<file path="src/rtl/stby_pkg.sv">
package stby_pkg;

    typedef enum logic [1:0] {
        ST_ACTIVE = 2'd0,
        ST_SETTLE = 2'd1,
        ST_SWSTBY = 2'd2,
        ST_HWSTBY = 2'd3
    } pwr_state_e;

    // Settling length for a select code, scaled down by 'shift', never below one cycle.
    function automatic int unsigned settle_len(input logic [2:0] code, input int unsigned shift);
        int unsigned base;
        case (code)
            3'd6:    base = 32'd1 << 11;
            3'd7:    base = 32'd1 << 4;
            default: base = 32'd1 << (13 + int'(code));
        endcase
        base = base >> shift;
        return (base == 0) ? 32'd1 : base;
    endfunction

endpackage

</file>
<file path="src/rtl/stby_wake_qual.sv">
module stby_wake_qual #(
    parameter int          NUM_IRQ    = 8,
    parameter logic [7:0]  WAKE_LINES = 8'b1100_0111
) (
    input  logic               clk,
    input  logic               rst_n,
    input  logic               nmi_pin,
    input  logic               cfg_nmi_rise,
    input  logic [NUM_IRQ-1:0] irq_pin,
    input  logic [NUM_IRQ-1:0] irq_en,
    input  logic               cpu_mask,
    output logic               nmi_wake,
    output logic               irq_wake
);

    logic               nmi_prev_d, nmi_prev_q;
    logic [NUM_IRQ-1:0] line_ok;

    always_comb begin
        nmi_prev_d = nmi_pin;
        nmi_wake   = cfg_nmi_rise ? (nmi_pin & ~nmi_prev_q) : (~nmi_pin & nmi_prev_q);
    end

    always_ff @(posedge clk or negedge rst_n) begin
        if (!rst_n) nmi_prev_q <= 1'b0;
        else        nmi_prev_q <= nmi_prev_d;
    end

    for (genvar g = 0; g < NUM_IRQ; g++) begin : g_line
        if (g < 8 && WAKE_LINES[g]) begin : g_cap
            assign line_ok[g] = irq_pin[g] & irq_en[g];
        end else begin : g_nocap
            assign line_ok[g] = 1'b0;
        end
    end

    assign irq_wake = (|line_ok) & ~cpu_mask;

    p_mask_blocks_r4: assert property (@(posedge clk) disable iff (!rst_n)
        irq_wake |-> (!cpu_mask && |(irq_pin & irq_en)));

    p_rise_edge_r11: assert property (@(posedge clk) disable iff (!rst_n)
        (nmi_wake && cfg_nmi_rise) |-> (nmi_pin && !nmi_prev_q));

endmodule

</file>
<file path="src/rtl/stby_settle_cnt.sv">
module stby_settle_cnt
    import stby_pkg::*;
#(
    parameter int unsigned SETTLE_SHIFT = 0,
    parameter int unsigned CNT_W        = 19
) (
    input  logic       clk,
    input  logic       rst_n,
    input  logic       load,
    input  logic [2:0] code,
    input  logic       run,
    output logic       done
);

    logic [CNT_W-1:0] cnt_d, cnt_q;

    always_comb begin
        cnt_d = cnt_q;
        if (load)                    cnt_d = CNT_W'(settle_len(code, SETTLE_SHIFT) - 1);
        else if (run && cnt_q != '0) cnt_d = cnt_q - 1'b1;
        done = run && (cnt_q == '0);
    end

    always_ff @(posedge clk or negedge rst_n) begin
        if (!rst_n) cnt_q <= '0;
        else        cnt_q <= cnt_d;
    end

    p_count_step_r7: assert property (@(posedge clk) disable iff (!rst_n)
        (run && !load && cnt_q != '0) |=> (cnt_q == $past(cnt_q) - 1'b1));

endmodule

</file>
<file path="src/rtl/stby_power_ctrl.sv">
module stby_power_ctrl
    import stby_pkg::*;
#(
    parameter int          NUM_IRQ      = 8,
    parameter logic [7:0]  WAKE_LINES   = 8'b1100_0111,
    parameter int unsigned SETTLE_SHIFT = 0,
    parameter int unsigned CNT_W        = 19
) (
    input  logic               clk,
    input  logic               rst_n,
    input  logic               sleep_req,
    input  logic               cfg_stby_en,
    input  logic               cfg_lowspd_on,
    input  logic               cfg_wdt_pss,
    input  logic               cfg_nmi_rise,
    input  logic [2:0]         cfg_sts,
    input  logic [NUM_IRQ-1:0] irq_en,
    input  logic               cpu_mask,
    input  logic               nmi_pin,
    input  logic [NUM_IRQ-1:0] irq_pin,
    input  logic               res_n_pin,
    input  logic               hstby_n_pin,
    output logic               clk_stop,
    output logic               osc_en,
    output logic               wake_irq,
    output logic               reset_exc,
    output logic [1:0]         pwr_state
);

    typedef struct packed {
        pwr_state_e st;
        logic       rst_hold;
        logic       wake_irq;
        logic       reset_exc;
    } ctrl_t;

    ctrl_t r_d, r_q;
    logic  nmi_wake, irq_wake, settle_done, cnt_load, enter_ok, in_stby;

    stby_wake_qual #(.NUM_IRQ(NUM_IRQ), .WAKE_LINES(WAKE_LINES)) u_wake (
        .clk          (clk),
        .rst_n        (rst_n),
        .nmi_pin      (nmi_pin),
        .cfg_nmi_rise (cfg_nmi_rise),
        .irq_pin      (irq_pin),
        .irq_en       (irq_en),
        .cpu_mask     (cpu_mask),
        .nmi_wake     (nmi_wake),
        .irq_wake     (irq_wake)
    );

    stby_settle_cnt #(.SETTLE_SHIFT(SETTLE_SHIFT), .CNT_W(CNT_W)) u_cnt (
        .clk   (clk),
        .rst_n (rst_n),
        .load  (cnt_load),
        .code  (cfg_sts),
        .run   (r_q.st == ST_SETTLE),
        .done  (settle_done)
    );

    assign enter_ok = cfg_stby_en & ~cfg_lowspd_on & ~cfg_wdt_pss;
    assign in_stby  = (r_q.st == ST_SWSTBY) || (r_q.st == ST_SETTLE);

    always_comb begin
        r_d           = r_q;
        r_d.wake_irq  = 1'b0;
        r_d.reset_exc = 1'b0;
        cnt_load      = 1'b0;
        case (r_q.st)
            ST_ACTIVE: begin
                if (r_q.rst_hold) begin
                    if (res_n_pin) begin
                        r_d.rst_hold  = 1'b0;
                        r_d.reset_exc = 1'b1;
                    end
                end else if (sleep_req && enter_ok) begin
                    r_d.st = ST_SWSTBY;
                end
            end
            ST_SWSTBY: begin
                if (!hstby_n_pin) begin
                    r_d.st = ST_HWSTBY;
                end else if (!res_n_pin) begin
                    r_d.st       = ST_ACTIVE;
                    r_d.rst_hold = 1'b1;
                end else if (nmi_wake || irq_wake) begin
                    r_d.st   = ST_SETTLE;
                    cnt_load = 1'b1;
                end
            end
            ST_SETTLE: begin
                if (!hstby_n_pin) begin
                    r_d.st = ST_HWSTBY;
                end else if (!res_n_pin) begin
                    r_d.st       = ST_ACTIVE;
                    r_d.rst_hold = 1'b1;
                end else if (settle_done) begin
                    r_d.st       = ST_ACTIVE;
                    r_d.wake_irq = 1'b1;
                end
            end
            default: begin
                if (hstby_n_pin) begin
                    r_d.st       = ST_ACTIVE;
                    r_d.rst_hold = 1'b1;
                end
            end
        endcase
    end

    always_ff @(posedge clk or negedge rst_n) begin
        if (!rst_n) r_q <= '{st: ST_ACTIVE, rst_hold: 1'b0, wake_irq: 1'b0, reset_exc: 1'b0};
        else        r_q <= r_d;
    end

    assign pwr_state = r_q.st;
    assign clk_stop  = (r_q.st != ST_ACTIVE);
    assign osc_en    = (r_q.st == ST_ACTIVE) || (r_q.st == ST_SETTLE);
    assign wake_irq  = r_q.wake_irq;
    assign reset_exc = r_q.reset_exc;

    p_enter_cond_r1: assert property (@(posedge clk) disable iff (!rst_n)
        (r_q.st == ST_ACTIVE && !(cfg_stby_en && !cfg_lowspd_on && !cfg_wdt_pss))
        |=> (r_q.st != ST_SWSTBY));

    p_clock_off_r2: assert property (@(posedge clk) disable iff (!rst_n)
        (pwr_state == 2'd2 || pwr_state == 2'd3) |-> (clk_stop && !osc_en));

    p_wake_after_settle_r5: assert property (@(posedge clk) disable iff (!rst_n)
        wake_irq |-> ($past(r_q.st) == ST_SETTLE && r_q.st == ST_ACTIVE));

    p_settle_holds_r7: assert property (@(posedge clk) disable iff (!rst_n)
        (r_q.st == ST_SETTLE && hstby_n_pin && res_n_pin && !settle_done)
        |=> (r_q.st == ST_SETTLE));

    p_reset_exc_r8: assert property (@(posedge clk) disable iff (!rst_n)
        reset_exc |-> ($past(res_n_pin) && r_q.st == ST_ACTIVE));

    p_hw_priority_r9: assert property (@(posedge clk) disable iff (!rst_n)
        (in_stby && !hstby_n_pin) |=> (r_q.st == ST_HWSTBY));

    p_hw_exit_r10: assert property (@(posedge clk) disable iff (!rst_n)
        (r_q.st == ST_HWSTBY && hstby_n_pin) |=> (r_q.st == ST_ACTIVE && r_q.rst_hold));

    p_one_request_r12: assert property (@(posedge clk) disable iff (!rst_n)
        !(wake_irq && reset_exc));

endmodule

</file>
<file path="config.mk">
export PLATFORM = sky130hd
export DESIGN_NAME = stby_power_ctrl
export DESIGN_NICKNAME = d
export VERILOG_FILES = /design/src/rtl/stby_pkg.sv /design/src/rtl/stby_wake_qual.sv /design/src/rtl/stby_settle_cnt.sv /design/src/rtl/stby_power_ctrl.sv
export SDC_FILE = /design/constraint.sdc
export NUM_CORES = 1
export LEC_CHECK = 0
export CORE_MARGIN = 2
export CORE_UTILIZATION = 50
export DETAILED_ROUTE_END_ITERATION = 8
export DONT_BUFFER_PORTS = 1
export GPL_TIMING_DRIVEN = 0
export PLACE_DENSITY = 0.62
export SLEW_MARGIN = 20
export SYNTH_ARGS = -nofsm -noshare
export SYNTH_HDL_FRONTEND = slang
export SYNTH_SLANG_ARGS = --single-unit
</file>
<file path="constraint.sdc">
create_clock -name clk -period 3.4 [get_ports clk]
set_clock_uncertainty 0.2 [all_clocks]
set_input_delay 0.85 -clock clk [delete_from_list [all_inputs] [get_ports clk]]
set_output_delay 0.85 -clock clk [all_outputs]
set_load 0.005 [all_outputs]
</file>
## Word level (Yosys, flattened, before mapping)

Cells that the tools add are included.

| storage, ports and cells | value |
|---|---|
| register bits | 25 |
| input bits | 30 |
| output and inout port bits | 6 |
| word-level logic and storage cells | 82 |

| cells by class | value |
|---|---|
| add/subtract/negate cells | 3 |
| equality and inequality tests | 10 |
| shift operators | 1 |
| mux-type cells | 31 |
| bitwise logic cells | 15 |
| reductions and logical operators | 16 |

Operators with widths:

| cell | count |
|---|---|
| $pmux W32 S2 | 1 |
| $mux W19 | 3 |
| $sub A19 B1 Y19 const B | 2 |
| $logic_not A32 Y1 | 1 |
| $mux W32 | 1 |
| $shl A1 B32 Y32 const A | 1 |
| $logic_not A19 Y1 | 1 |
| $reduce_bool A19 Y1 | 1 |
| $mux W2 | 9 |
| $mux W1 | 15 |
| $and A1 B1 Y1 | 10 |
| $pmux W3 S3 | 1 |
| $ne A2 B2 Y1 const B | 4 |
| $eq A3 B3 Y1 const B | 2 |
| $reduce_bool A2 Y1 | 3 |
| $add A4 B3 Y5 const A | 1 |
| $not A1 Y1 | 5 |
| $reduce_and A5 Y1 | 1 |
| $reduce_or A5 Y1 | 1 |
| $ne A4 B3 Y1 const B | 1 |
| $ne A4 B4 Y1 const B | 1 |
| $reduce_bool A4 Y1 | 1 |
| $logic_and A1 B1 Y1 | 3 |
| $mux W3 | 1 |
| 5 further kinds | 6 |

## Logic depth before layout (Yosys ltp)

Gate-level depths: netlist of the first run.

| depth | value |
|---|---|
| depth after elaboration | 13 |
| mapped depth | 17 |
| gate-level depth less buffers | 14 |

## Cells and area by module

Synthesis of the first run repeated with hierarchy kept, for this count alone.

| unflattened totals | value |
|---|---|
| cells, all modules | 224 |
| area, all modules | 1923.1 µm² |

By module, submodules not included:

| module | instances | cells an instance | area an instance (µm²) | sequential area each (µm²) |
|---|---|---|---|---|
| stby_settle_cnt | 1 | 189 | 1595.3 | 475.5 |
| stby_power_ctrl | 1 | 28 | 264.0 | 125.1 |
| stby_wake_qual | 1 | 7 | 63.8 | 25.0 |

## Worst setup path after synthesis of the first run

Ideal clock, no wire load.

| timing path | value |
|---|---|
| path kind | in2reg |
| from | input cfg_sts[0] |
| to | register u_cnt.cnt_q[16] |
| setup time | 0.135 ns |
| data arrival time | 3.707 ns |
| required time | 3.065 ns |
| setup slack | -0.642 ns |
| stages on the path | 17 |
| path buffers | 4 |
| cell sequence | clkbuf_1 -> clkbuf_1 -> nand2_1 -> ha_1 -> buf_2 -> or3b_1 -> clkbuf_1 -> nor2_1 -> and3_1 -> a21oi_1 -> ha_1 -> nor3b_1 -> nor3b_1 -> nand2_1 -> nor4_1 -> xnor2_1 -> o21ai_0 |

| between the ends | value |
|---|---|
| word-level cells in the longest chain between the ends | 8 |
| elaborated cells between the ends (all ways) | 10 |
| classes of those cells | 2 x add/sub; 2 x eq/ne; 1 x shift; 4 x mux; 1 x reduce/logical |

Ends and longest elaborated chain:

| what | RTL line | text |
|---|---|---|
| start, declared | stby_power_ctrl.sv:16 | `input logic [2:0] cfg_sts,` |
| $add A4 B3 Y5 | stby_pkg.sv:16 | `default: base = 32'd1 << (13 + int'(code));` |
| $shl A1 B32 Y32 | stby_pkg.sv:16 |  |
| $pmux W32 S2 (*) | stby_pkg.sv:13 | `case (code)` |
| $mux W32 (*) | stby_settle_cnt.sv:19 | `if (load) cnt_d = CNT_W'(settle_len(code, SETTLE_SHIFT) - 1);` |
| $logic_not A32 Y1 | stby_pkg.sv:19 | `return (base == 0) ? 32'd1 : base;` |
| $mux W19 (*) | stby_pkg.sv:19 |  |
| $sub A19 B1 Y19 (*) | stby_settle_cnt.sv:19 |  |
| $mux W19 (*) | stby_settle_cnt.sv:19 |  |
| end signal, assigned | stby_settle_cnt.sv:26 | `else cnt_q <= cnt_d;` |
| end, declared | stby_settle_cnt.sv:15 | `logic [CNT_W-1:0] cnt_d, cnt_q;` |

Mark *: on every way between the ends. The rest lies on a longest branch, timed or not. The select of a mux whose other input is x is not followed.
A chain may end at the register's enable or synchronous reset.

## Final worst setup path of the first run

| timing path | value |
|---|---|
| from | input cfg_sts[0] |
| to | register u_cnt.cnt_q[18] |

Same word-level chain as after synthesis.

==> results of run 1 <==
stage by stage:
step,setup slack [ps],utilization,power [mW]
finish,58.3,0.633,1.51
global route,-96.3,0.633,1.64
CTS,1.85,0.584,1.46
detailed placement,-548,0.554,1.23
global placement,-544,0.554,1.23
floorplan,-105,-,1.10
placed cells by master (no fill, tap or decap), types with 3 or more instances in the layout:
| cell | n |
|---|---|
| nand4_1 | 4 |
| o211ai_1 | 3 |
| nor3b_2 | 3 |
| xor2_1 | 5 |
| clkbuf_4 | 3 |
| inv_1 | 5 |
| ha_1 | 5 |
| o21ai_1 | 4 |
| nor3_1 | 6 |
| xnor2_1 | 12 |
| nand3_1 | 3 |
| a31oi_1 | 5 |
| clkbuf_1 | 3 |
| clkbuf_8 | 3 |
| o21ai_0 | 10 |
| nor4_1 | 3 |
| o31ai_1 | 3 |
| dfrtp_1 | 25 |
| or3_1 | 4 |
| nor3_2 | 3 |
| a21oi_1 | 10 |
| a21oi_2 | 3 |
| nor2_1 | 28 |
| buf_4 | 21 |
| nand2_1 | 24 |
| nand3b_1 | 3 |
| nand2b_1 | 5 |
metal layers:
metal | track usage | up-vias | wire length, um
li1 | - | 941 | -
met1 | 0.329 | 870 | 2510
met5 | 0 | - | 0
met2 | 0.375 | 43 | 2330
met4 | 0.0450 | 0 | 22
met3 | 0.0263 | 2 | 198
final cells by class:
type	count	area [um2]
sequential	25	626
multi-input combinational	202	1490
timing repair buffer	19	140
inverter	6	22.5
clock buffer	4	45.0
buffer	13	125
fill	370	1460
tap	50	62.6
path summary, 6_finish.rpt:
kind,slack [ps],endpoint,from,cells after the start
setup / recovery,60,u_cnt.cnt_q[18]$_DFFE_PN0P_,cfg_sts[0],16
hold / removal,60,r_q[2]$_DFFE_PN0P_,rst_n,0
setup reg to reg,320,u_cnt.cnt_q[18]$_DFFE_PN0P_,pwr_state[0]$_DFFE_PN0P_,12
hold reg to reg,340,u_cnt.cnt_q[17]$_DFFE_PN0P_,u_cnt.cnt_q[17]$_DFFE_PN0P_,1
max in group asynchronous,2860,u_cnt.cnt_q[1]$_DFFE_PN0P_,rst_n,0
min in group clk,340,u_cnt.cnt_q[17]$_DFFE_PN0P_,u_cnt.cnt_q[17]$_DFFE_PN0P_,1
cell families after synthesis:
group                    count (synthesis)  synth area share
multiplexers                             6            0.0344
AND/OR/NAND/NOR                        117             0.320
flip-flops                              25             0.307
AO/OA/AOI/OAI                           54             0.166
adder cells (fa/ha/maj)                  8            0.0491
buffers and inverters                   22            0.0498
XOR/XNOR                                17            0.0731
power by group:
part,internal (mW),switching [mW],total [mW]
combinational,0.376,0.394,0.771
clock,0.0839,0.0975,0.181
sequential,0.428,0.134,0.562
what timing repair did:
item	in CTS	in global routing
hold buffers	0	0
gates resized for setup	13	29
pin swaps	3	11
setup buffers	3	16
endpoints found under the setup margin	8	9
registers in the layout (all words and copies together) (netlist names):
register and count:
reset_exc 1, wake_irq 1, u_wake.nmi_prev_q 1, pwr_state 2, r_q 1, u_cnt.cnt_q 19
==> impl_metrics.py, run 1 <==
metrics = {
    "global_routing": {
        "overflow": 0,
        "grt_start_max_net_pins": 26,
        "grt_pass1_vias": 1708,
        "grt_pass1_wl_um": 8030,
        "grt_usage": 0.229,
        "antenna_found_initial": 0,
    },
    "timing": {
        "finalSetupViolations": 0,
        "report.final.slew_viol_count": 0,
        "min_period_over_period": 0.983,
        "slew_headroom": 0.515,
        "fin_crit_ps": 3340,
        "hold_viol_final": 0,
        "worst_slew_pin_slew_ps": 721,
        "fmax_mhz": 299,
        "whs_ps": 61.7,
        "rsz0062_at_grt": "true",
        "finalSetupTns_ps": 0,
    },
    "yosys": {
        "yosysTopAreaCell": "dfrtp_1",
        "syn_area_per_cell_um2": 8.18,
        "synthFlopType": "dfrtp_1",
        "syn_inst": 249,
        "synth_edf_count": 0,
        "seq_area_frac_synth": 0.307,
        "synth_async_sr_flop_share": 1.00,
        "syn_area_um2": 2040,
        "synth-seq-cells": 25,
        "synth_cell_types": 57,
        "yosysWarnings": 0,
        "ys_top_cells_by_count": "29 x nor2_1, 26 x nand2_1, 25 x dfrtp_1",
        "synth_top_area_share": 0.307,
        "synth_area_leaders": "dfrtp_1 31%, nor2_1 5.3%, xnor2_1 5.2%",
        "synth.most_common_cell": "nor2_1",
        "syn-num-nets": 287,
    },
    "worst_setup_path": {
        "worst_setup_path_end_kind": "register",
        "cp_num_buf_inv": 4,
        "cp_cell_sequence": "buf_12 > clkbuf_16 > nand2_4 > inv_1 > ha_2 > buf_6 > nand3b_1 > a211oi_2 > a21oi_2 > ha_2 > nor3b_4 > nor3b_4 > nand4b_1 > nor3b_2 > a211oi_2 > a21oi_1",
        "critPathKind": "input pin to register",
        "arrival_ps": 3340,
        "path_max_fanout": 10,
        "cp_top_family": "simple AND/OR/NAND/NOR gates",
        "required_ps": 3400,
        "start_kind": "input pin",
        "max_stage_delay_ps": 310,
        "slowest_stage": "ha_2",
    },
    "clocking": {
        "clockRootBuffer": "clkbuf_8",
        "tritoncts": "done",
        "cts_sinks": 25,
        "htree_num_levels": 1,
        "clk_latency_ps": 270,
        "cts_made_buffers": 3,
        "cts_buffer_depth": 2,
        "clk_pin_slew_worst_paths_ps": 90,
    },
    "routing": {
        "wl_per_cell_um": 15.8,
        "dr.pass1.iters": 4,
        "wirelength_um": 5060,
        "postRouteAntennaNets": 0,
        "viasPerCell": 5.82,
        "vias": 1856,
        "drc": 0,
        "drt_iter0_drc": 82,
    },
    "floorplanning": {
        "fp.dieH_um": 67.8,
        "std_cell_rows": 23,
        "die_x_um": 67.8,
        "core_area_um2": 3970,
        "dieArea_um2": 4600,
        "ios": 36,
        "initial_core_util": 0.513,
    },
    "placement": {
        "hpwl_um": 3700,
        "dp_cells": 299,
        "portBuffers": 0,
        "dpl_cell_area_um2": 2200,
        "place_congestion": 0.822,
    },
    "finish": {
        "syn2layout_area_growth_pct": 23.5,
        "post_layout_nonfiller_instances": 319,
        "fin_area_um2": 2510,
        "antenna_cells": 0,
        "nets": 308,
        "drive_above_1_share": 0.271,
    },
    "status": {
        "status": "complete, no violations",
    },
    "power": {
        "ir_drop_v": 0.000337,
        "power.density_nw_per_um2": 602,
        "leakagePower_nw": 1.00,
    },
    "hold_path": {
        "holdCritPathClass": "input pin to asynchronous set/reset pin",
    },
    "job": {
        "cap_violations": 0,
    },
}
(Power assumes the default switching activity.)
==> run 2: changes to the inputs <==
==> constraint.sdc (replaced) <==
create_clock -name clk -period 3.9 [get_ports clk]
set_clock_uncertainty 0.2 [all_clocks]
set_input_delay 0.975 -clock clk [delete_from_list [all_inputs] [get_ports clk]]
set_output_delay 0.975 -clock clk [all_outputs]
set_load 0.005 [all_outputs]
==> run 2 against run 1 <==
Effect of this change: sequential cell count unchanged; total power fell by 18%; sequential power is 13% lower; largest power group unchanged; critical endpoint unchanged; first-iteration DRC count is 15% lower; critical path type unchanged; global-route usage fell by 1.0 points.
==> impl_metrics.py, run 2 (synthesis results as in run 1) <==
metrics = {
    "status": {
        "status": "complete, no violations",
    },
    "routing": {
        "wl_per_cell_um": 16.0,
        "viasPerCell": 5.89,
        "drt_iter0_drc": 70,
        "postRouteAntennaNets": 0,
        "vias": 1792,
        "dr.pass1.iters": 4,
        "wirelength_um": 4860,
        "drc": 0,
    },
    "finish": {
        "final_cell_mix": "29 x nor2_1, 25 x nand2_1, 25 x dfrtp_1",
        "nets": 293,
        "drive_above_1_share": 0.157,
        "fin_area_um2": 2250,
        "top_register": "u_cnt.cnt_q",
        "syn2layout_area_growth_pct": 10.3,
        "antenna_cells": 0,
        "fillers": 387,
        "regArea_um2": 626,
        "largest_reg_flops": 19,
        "post_layout_nonfiller_instances": 304,
        "layout_commonest_cell": "nor2_1",
        "multi_input_area_um2": 1380,
    },
    "worst_setup_path": {
        "rrSetupSlack_ps": 630,
        "arrival_ps": 3620,
        "startpoint": "cfg_sts[0]",
        "r2r_cells": 12,
        "path_max_fanout": 10,
        "worst_setup_path_end_kind": "register",
        "r2r-start": "pwr_state[0]$_DFFE_PN0P_",
        "rr_endpoint": "u_cnt.cnt_q[16]$_DFFE_PN0P_",
        "required_ps": 3840,
        "critPathKind": "input pin to register",
        "start_kind": "input pin",
    },
    "floorplanning": {
        "ios": 36,
        "dieArea_um2": 4600,
        "fp.dieH_um": 67.8,
        "core_area_um2": 3970,
        "die_x_um": 67.8,
        "std_cell_rows": 23,
        "initial_core_util": 0.513,
    },
    "clocking": {
        "cts_buffer_depth": 2,
        "tritoncts": "done",
        "clk_latency_ps": 270,
        "cts_sinks": 25,
        "htree_num_levels": 1,
        "cts_made_buffers": 3,
        "clk_pin_slew_worst_paths_ps": 90,
        "holdBufCountCts": 0,
        "clockRootBuffer": "clkbuf_8",
    },
    "timing": {
        "hold_viol_final": 0,
        "min_period_over_period": 0.945,
        "rsz0062_at_grt": "false",
        "report.final.slew_viol_count": 0,
        "slew_headroom": 0.498,
        "worst_slew_pin_slew_ps": 747,
        "fin_crit_ps": 3690,
        "fmax_mhz": 271,
        "finalSetupViolations": 0,
    },
    "power": {
        "power.density_nw_per_um2": 553,
        "leakagePower_nw": 0.881,
        "ir_drop_v": 0.000237,
    },
    "global_routing": {
        "grt_pass1_wl_um": 7600,
        "grt_start_max_net_pins": 26,
        "grt_usage": 0.219,
        "overflow": 0,
        "grt_pass1_vias": 1627,
        "antenna_found_initial": 0,
    },
    "placement": {
        "place_congestion": 0.815,
        "hpwl_um": 3530,
        "portBuffers": 0,
        "dp_cells": 299,
        "dpl_cell_area_um2": 2110,
    },
    "hold_path": {
        "holdCritPathClass": "input pin to asynchronous set/reset pin",
    },
    "job": {
        "cap_violations": 0,
    },
}
-- run 2: cell count changes in the layout (fill, tap and decap cells not counted), sizes merged --
cell and change:
buf -16, clkinv +1
-- run 2: cell type report --
cell class	instances	area share
Buffer	15	0.0423
Clock buffer	3	0.0184
Clock inverter	1	0.00223
Inverter	6	0.0100
Multi-Input combinational cell	202	0.614
Sequential cell	25	0.279
Tap cell	50	0.0279
Timing Repair Buffer	2	0.00669
-- run 2: worst max path at each step --
stage | end | slack, ps | cells past startpoint
3_5_place_dp | u_cnt.cnt_q[16]$_DFFE_PN0P_ | -450 | 16
3_3_place_gp | u_cnt.cnt_q[16]$_DFFE_PN0P_ | -430 | 16
6_report | u_cnt.cnt_q[18]$_DFFE_PN0P_ | 210 | 16
4_1_cts | u_cnt.cnt_q[18]$_DFFE_PN0P_ | 40 | 17
5_1_grt | u_cnt.cnt_q[18]$_DFFE_PN0P_ | 1 | 16
2_1_floorplan | u_cnt.cnt_q[16]$_DFFE_PN0P_ | 70 | 17
-- run 2: where the power goes --
part           internal [mW]  total, mW  switching, mW  leakage (nW)
registers              0.373      0.488          0.114         0.304
clock network         0.0715      0.155         0.0837        0.0255
logic                  0.279      0.600          0.321         0.551
-- run 2: what timing repair did --
item                                    in CTS  in global routing
endpoints found under the setup margin       5                  5
buffers inserted                             1                  1
hold endpoints to repair                     0                  0
resized for setup                            8                 14
pin swaps                                    1                  4
-- run 2: metal layers --
| layer | GRT usage | share of wire | vias up | wire, um |
|---|---|---|---|---|
| met4 | 0.0525 | 0.0058 | 0 | 28 |
| li1 | - | - | 906 | - |
| met2 | 0.355 | 0.46 | 56 | 2240 |
| met5 | 0 | 0 | - | 0 |
| met3 | 0.0280 | 0.062 | 2 | 301 |
| met1 | 0.310 | 0.47 | 828 | 2290 |
-- run 2: worst max-delay path, cell delays in order --
cell	delay, ps
clkbuf_4	160
buf_8	150
nand2_1	100
ha_1	350
or3b_1	370
clkbuf_4	170
nor2_1	90
and3_1	180
a21oi_2	40
ha_2	230
nor3b_4	160
nor3b_4	160
nand4b_1	130
nor3b_2	60
a211oi_1	220
a21oi_1	60
-- run 2: through the flow --
stage	hold WS, ps	utilization	setup TNS [ps]	total power, mW	setup WS [ps]
after floorplan	268	-	0	0.932	66.5
after global placement	302	0.532	-2430	1.04	-425
after detailed placement	302	0.532	-2480	1.05	-452
after CTS	185	0.555	0	1.22	37.6
after global routing	168	0.566	0	1.35	1.18
final	186	0.566	0	1.24	214
